===== config.mk =====
export PLATFORM = sky130hd
export DESIGN_NAME = bus_cycle_seq
export DESIGN_NICKNAME = d
export VERILOG_FILES = /design/src/rtl/bcs_pkg.sv /design/src/rtl/bcs_tstate_ctrl.sv /design/src/rtl/bcs_strobe_gen.sv /design/src/rtl/bcs_rd_capture.sv /design/src/rtl/bus_cycle_seq.sv
export SDC_FILE = /design/constraint.sdc
export NUM_CORES = 1
export LEC_CHECK = 0
export BUFFER_PORTS_ARGS = -buffer_cell sky130_fd_sc_hd__buf_2
export CAP_MARGIN = 15
export CORE_UTILIZATION = 44
export DETAILED_ROUTE_END_ITERATION = 10
export PLACE_DENSITY = 0.76
export SLEW_MARGIN = 25
export SYNTH_ARGS = -nofsm -noshare
export SYNTH_HDL_FRONTEND = slang
export SYNTH_SLANG_ARGS = --single-unit

===== constraint.sdc =====
create_clock -name clk -period 1.4 [get_ports clk]
set_clock_uncertainty 0.15 [all_clocks]
set_input_delay 0.28 -clock clk [delete_from_list [all_inputs] [get_ports clk]]
set_output_delay 0.28 -clock clk [all_outputs]
set_load 0.02 [all_outputs]

===== src/rtl/bcs_pkg.sv =====
package bcs_pkg;

   typedef enum logic [2:0] {
      TS_IDLE = 3'd0,
      TS_T1   = 3'd1,
      TS_T2   = 3'd2,
      TS_T3   = 3'd3,
      TS_T4   = 3'd4
   } tstate_e;

   localparam logic [2:0] CODE_FETCH = 3'b011;
   localparam logic [2:0] CODE_MRD   = 3'b010;
   localparam logic [2:0] CODE_MWR   = 3'b001;
   localparam logic [2:0] CODE_IORD  = 3'b110;
   localparam logic [2:0] CODE_IOWR  = 3'b101;
   localparam logic [2:0] CODE_INTA  = 3'b111;

   function automatic logic code_valid(input logic [2:0] c);
      return c[1] | c[0];
   endfunction

   function automatic logic code_is_read(input logic [2:0] c);
      return c[1];
   endfunction

   function automatic logic code_is_write(input logic [2:0] c);
      return ~c[1] & c[0];
   endfunction

   function automatic logic code_is_long(input logic [2:0] c);
      return c[1] & c[0];
   endfunction

endpackage


===== src/rtl/bcs_tstate_ctrl.sv =====
module bcs_tstate_ctrl
   import bcs_pkg::*;
(
   input  logic       clk,
   input  logic       rst,
   input  logic       start,
   input  logic [2:0] req_code,
   input  logic       cur_long,
   output tstate_e    state,
   output logic       accept,
   output logic       last
);

   tstate_e state_nx;

   assign accept = (state == TS_IDLE) && start && code_valid(req_code);
   assign last   = ((state == TS_T3) && !cur_long) || (state == TS_T4);

   always_comb begin
      state_nx = state;
      unique case (state)
         TS_IDLE: if (accept) state_nx = TS_T1;
         TS_T1:   state_nx = TS_T2;
         TS_T2:   state_nx = TS_T3;
         TS_T3:   state_nx = cur_long ? TS_T4 : TS_IDLE;
         TS_T4:   state_nx = TS_IDLE;
         default: state_nx = TS_IDLE;
      endcase
   end

   always_ff @(posedge clk) begin
      if (rst) state <= TS_IDLE;
      else     state <= state_nx;
   end

endmodule


===== src/rtl/bcs_strobe_gen.sv =====
module bcs_strobe_gen
   import bcs_pkg::*;
#(
   parameter int  ADDR_W     = 16,
   parameter int  DATA_W     = 8,
   parameter bit  HOLD_UPPER = 1'b1,
   localparam int HI_W       = ADDR_W - DATA_W
) (
   input  tstate_e             state,
   input  logic [2:0]          code,
   input  logic [ADDR_W-1:0]   addr,
   input  logic [DATA_W-1:0]   wdata,
   output logic [HI_W-1:0]     addr_hi,
   output logic [DATA_W-1:0]   mux_out,
   output logic                mux_oe,
   output logic                addr_strobe,
   output logic                rd_strobe_n,
   output logic                wr_strobe_n,
   output logic [2:0]          cyc_stat
);

   logic mid;
   logic rd_c;
   logic wr_c;

   assign mid  = (state == TS_T2) || (state == TS_T3);
   assign rd_c = code_is_read(code);
   assign wr_c = code_is_write(code);

   assign addr_strobe = (state == TS_T1);
   assign rd_strobe_n = !(mid && rd_c);
   assign wr_strobe_n = !((state == TS_T2) && wr_c);
   assign mux_oe      = (state == TS_T1) || (mid && wr_c);
   assign mux_out     = (state == TS_T1) ? addr[DATA_W-1:0]
                      : ((mid && wr_c) ? wdata : '0);
   assign cyc_stat    = (state == TS_IDLE) ? 3'b000 : code;

   generate
      if (HOLD_UPPER) begin : g_hold_upper
         assign addr_hi = addr[ADDR_W-1:DATA_W];
      end else begin : g_zero_upper
         assign addr_hi = ((state == TS_T1) || mid) ? addr[ADDR_W-1:DATA_W] : '0;
      end
   endgenerate

endmodule


===== src/rtl/bcs_rd_capture.sv =====
module bcs_rd_capture
   import bcs_pkg::*;
#(
   parameter int DATA_W = 8
) (
   input  logic              clk,
   input  logic              rst,
   input  tstate_e           state,
   input  logic [2:0]        code,
   input  logic [DATA_W-1:0] mux_in,
   output logic [DATA_W-1:0] rdata
);

   always_ff @(posedge clk) begin
      if (rst)                                      rdata <= '0;
      else if (state == TS_T3 && code_is_read(code)) rdata <= mux_in;
   end

endmodule


===== src/rtl/bus_cycle_seq.sv =====
module bus_cycle_seq
   import bcs_pkg::*;
#(
   parameter int ADDR_W     = 16,
   parameter int DATA_W     = 8,
   parameter bit HOLD_UPPER = 1'b1
) (
   input  logic                     clk,
   input  logic                     rst,
   input  logic                     start,
   input  logic [2:0]               cyc_code,
   input  logic [ADDR_W-1:0]        addr,
   input  logic [DATA_W-1:0]        wdata,
   input  logic [DATA_W-1:0]        mux_in,
   output logic [ADDR_W-DATA_W-1:0] addr_hi,
   output logic [DATA_W-1:0]        mux_out,
   output logic                     mux_oe,
   output logic                     addr_strobe,
   output logic                     rd_strobe_n,
   output logic                     wr_strobe_n,
   output logic [2:0]               cyc_stat,
   output logic [DATA_W-1:0]        rdata,
   output logic                     done,
   output logic                     busy
);

   localparam int HI_W = ADDR_W - DATA_W;

   generate
      if (DATA_W < 1) begin : g_bad_data_w
         $error("bus_cycle_seq: DATA_W must be at least 1");
      end
      if (HI_W < 1) begin : g_bad_addr_w
         $error("bus_cycle_seq: ADDR_W must exceed DATA_W");
      end
   endgenerate

   tstate_e             state;
   logic                accept;
   logic                last;
   logic [2:0]          code_q;
   logic [ADDR_W-1:0]   addr_q;
   logic [DATA_W-1:0]   wdata_q;

   always_ff @(posedge clk) begin
      if (rst) begin
         code_q  <= 3'b000;
         addr_q  <= '0;
         wdata_q <= '0;
      end else if (accept) begin
         code_q  <= cyc_code;
         addr_q  <= addr;
         wdata_q <= wdata;
      end
   end

   bcs_tstate_ctrl u_ctrl (
      .clk      (clk),
      .rst      (rst),
      .start    (start),
      .req_code (cyc_code),
      .cur_long (code_is_long(code_q)),
      .state    (state),
      .accept   (accept),
      .last     (last)
   );

   bcs_strobe_gen #(
      .ADDR_W     (ADDR_W),
      .DATA_W     (DATA_W),
      .HOLD_UPPER (HOLD_UPPER)
   ) u_strobe (
      .state       (state),
      .code        (code_q),
      .addr        (addr_q),
      .wdata       (wdata_q),
      .addr_hi     (addr_hi),
      .mux_out     (mux_out),
      .mux_oe      (mux_oe),
      .addr_strobe (addr_strobe),
      .rd_strobe_n (rd_strobe_n),
      .wr_strobe_n (wr_strobe_n),
      .cyc_stat    (cyc_stat)
   );

   bcs_rd_capture #(
      .DATA_W (DATA_W)
   ) u_cap (
      .clk    (clk),
      .rst    (rst),
      .state  (state),
      .code   (code_q),
      .mux_in (mux_in),
      .rdata  (rdata)
   );

   assign done = last;
   assign busy = (state != TS_IDLE);

endmodule


==> flow_summary_export.csv <==
group,metric,value,unit
outcome,status,"finished, violations left",
outcome,violations,"negative setup slack",
grt,grt_start_max_net_pins,64,
clock_network,clock-sinks,38,
synthesis,yosys_most_used_dff,"dfxtp_1",
power,leakagePower,1.23,nW
power,peakVddDrop,0.485,mV
synthesis,seq_area_frac_synth,40.4,%
clock_network,holdBufCountCts,0,
setup_path,worstSetupStartpointType,"register",
die,die_w,67.4,um
final_layout,drive_above_1_share,47.3,%
synthesis,synth_common_cells,"nand2b_1, dfxtp_1, mux2i_1, nand2_1, a21oi_1",
sta,period_minus_slack,1.82,ns
setup_path,r2r_slack,-0.31,ns
synthesis,synthCells,199,
run,maxCapViolations,0,
min_path,min_path_type,"input port to register",
sta,period_share,130,%
final_layout,design_area,2750,um^2
synthesis,syn_nets,237,
synthesis,synth-edff-count,0,
grt,grt_pass1_vias,1433,
place,place_hpwl,2660,um
clock_network,root_buffer,"clkbuf_8",
synthesis,ys_types,29,
setup_path,worst_ep_required_time,0.97,ns
place,place_area,2380,um^2
drt,wl_per_cell,13.8,um
die,core,4060,um^2
final_layout,antenna_cells,0,
final_layout,nNetsFinal,318,
die,die_h,67.4,um
setup_path,worstSetupEndpoint,"mux_out[1]",
sta,setup_viol,45,
power,power.density,951,nW/um^2
clock_network,clk_pin_slew,0.07,ns
drt,vias,1602,
sta,slew_headroom,75.1,%
die,initial_core_util,46.4,%
clock_network,worstSkewPairLatency,0.29,ns
synthesis,synth_top_area_share,40.4,%
sta,grt_setup_unrepaired,"yes",
place,io_buffer_count,70,
sta,slew_viol_final,0,
setup_path,path_cells,"nor2b_4, and3b_2, a22o_4, buf_6",
sta,hold_viol,0,
die,die-area,4550,um^2
setup_path,slowest_stage,"dfxtp_2",
sta,max_freq,549,MHz
place,gp_congestion,0.801,
setup_path,crit_start,"u_ctrl.state[1]",
grt,overflow,0,
sta,tightest_slew,0.364,ns
setup_path,arrival,1.39,ns
final_layout,final.fill_count,317,
final_layout,area.growth.synth_to_final,46.1,%
die,io-pin-count,71,
place,pre_cts_slack,-0.173,ns
setup_path,crit_type,"register to output port",
synthesis,ys_warn_count,0,
synthesis,synth.avg_cell_area,9.47,um^2
drt,drt_pass1_iterations,4,
synthesis,synth_seq_cells,38,
setup_path,r2r_cells,6,
power,power,2.62,mW
setup_path,timing.rr.start,"u_ctrl.state[1]",
clock_network,numCtsBuffers,5,
clock_network,clockBufferDepth,2,
sta,post-route-worst-setup-slack,-0.421,ns
setup_path,path_buf_inv,1,
setup_path,cp_top_family,"simple AND/OR/NAND/NOR gates",
synthesis,synthArstFlopShare,0,%
drt,drtAntennaViolNets,0,
clock_network,htreeDepth,2,
synthesis,yosys.area.top_type,"dfxtp_1",
setup_path,crit_cells,4,
drt,viasPerCell,4.84,
die,rows,23,
grt,track_usage,20.5,%
grt,antenna_found_initial,0,
setup_path,cpPeakStageDelay,0.33,ns
drt,routed_wl,4570,um
synthesis,synth_area,1880,um^2
synthesis,synth.area.top_cells,"dfxtp_1, nand2b_1, mux2i_1, a22o_1, buf_4",
drt,drtIter0Drc,58,
setup_path,cp_max_fo,5,
drt,drc,0,
setup_path,r2r_end,"wdata_q[4]",
clock_network,cts_tree,"built",
synthesis,synth_most_common_cell,"nand2b_1",
grt,grt_pass1_wl,6730,um
setup_path,endpoint_kind,"output port",
[registers in the layout, indices dropped and copies added (netlist names)]
| name | count |
|---|---|
| addr_q | 16 |
| wdata_q | 8 |
| code_q | 3 |
| u_ctrl.state | 3 |
| u_cap.rdata | 8 |
[metal layers]
metal / up-vias / track usage (%) / share of wire [%]
met1: 726 / 26.5 / 45
met2: 53 / 32.3 / 48
met3: 9 / 4.39 / 5.0
met5: - / 0 / 0
li1: 814 / - / -
met4: 0 / 9.57 / 1.9
[worst min path at each step]
stage | cells past startpoint | to | startpoint
3_3_place_gp | 2 | u_cap.rdata[6] | u_cap.rdata[6]
4_1_cts | 3 | u_cap.rdata[3] | mux_in[3]
5_1_grt | 3 | u_cap.rdata[6] | mux_in[6]
2_1_floorplan | 2 | u_cap.rdata[0] | mux_in[0]
6_report | 3 | u_cap.rdata[3] | mux_in[3]
3_5_place_dp | 2 | u_cap.rdata[6] | u_cap.rdata[6]
[worst min-delay path, delay by kind of cell]
family	cells	cell delay, ns
buf+inv	1	0.09
compound gates	1	0.05
simple gates	1	0.04
[cell usage in the layout, fill, tap and decap left out, types with 2 or more instances in the layout]
master	count
buf_6	21
clkbuf_8	6
nor2b_1	3
nand2_2	2
inv_1	2
buf_2	54
clkbuf_16	2
nand2b_1	52
dfxtp_1	34
o21ai_2	2
a22o_4	8
nand4b_1	2
and3b_2	2
buf_12	3
buf_4	15
nand2_1	16
mux2i_1	25
nor2_1	2
dfxtp_2	2
a21oi_2	5
a21oi_1	5
dfxtp_4	2
[cell type report]
| class | instances | area (um^2) | share of cell area, % |
|---|---|---|---|
| Sequential cell | 38 | 771 | 28.0 |
| Clock buffer | 7 | 86.3 | 3.13 |
| Multi-Input combinational cell | 137 | 1080 | 39.1 |
| Tap cell | 50 | 62.6 | 2.27 |
| Timing Repair Buffer | 96 | 744 | 27.0 |
| Clock inverter | 1 | 5.00 | 0.182 |
| Inverter | 2 | 7.51 | 0.273 |
[stage by stage]
| stage | hold WS, ns | util [%] | setup TNS, ns | cells |
|---|---|---|---|---|
| after global routing | 0.0803 | 67.9 | -15.65 | 331 |
| after global placement | 0.289 | 58.6 | -2.66 | 312 |
| after detailed placement | 0.299 | 58.6 | -3.66 | 312 |
| after floorplan | 0.266 | - | -1.19 | 199 |
| after CTS | 0.0738 | 65.7 | -9.87 | 327 |
| final | 0.0774 | 67.9 | -12.62 | 331 |
[logic make-up after synthesis]
group                  count (synthesis)  synth area share [%]
AO/OA/AOI/OAI                         23                  8.57
flip-flops                            38                  40.4
XOR/XNOR                               1                 0.465
AND/OR/NAND/NOR                       87                  27.8
multiplexers                          25                  13.3
buffers and inverters                 25                  9.56
[report_power, final]
part	internal [mW]	leakage, nW	switching, mW
Combinational	0.361	0.871	0.290
Sequential	1.15	0.312	0.0527
Clock	0.397	0.0482	0.369
[timing repair]
| action | CTS | global route |
|---|---|---|
| cloned | 3 | 1 |
| endpoints found under the setup margin | 43 | 45 |
| setup buffers | 5 | 4 |
| pin swaps | 6 | 5 |
| gates resized for setup | 44 | 16 |
Power figures use the tool's default switching activity.
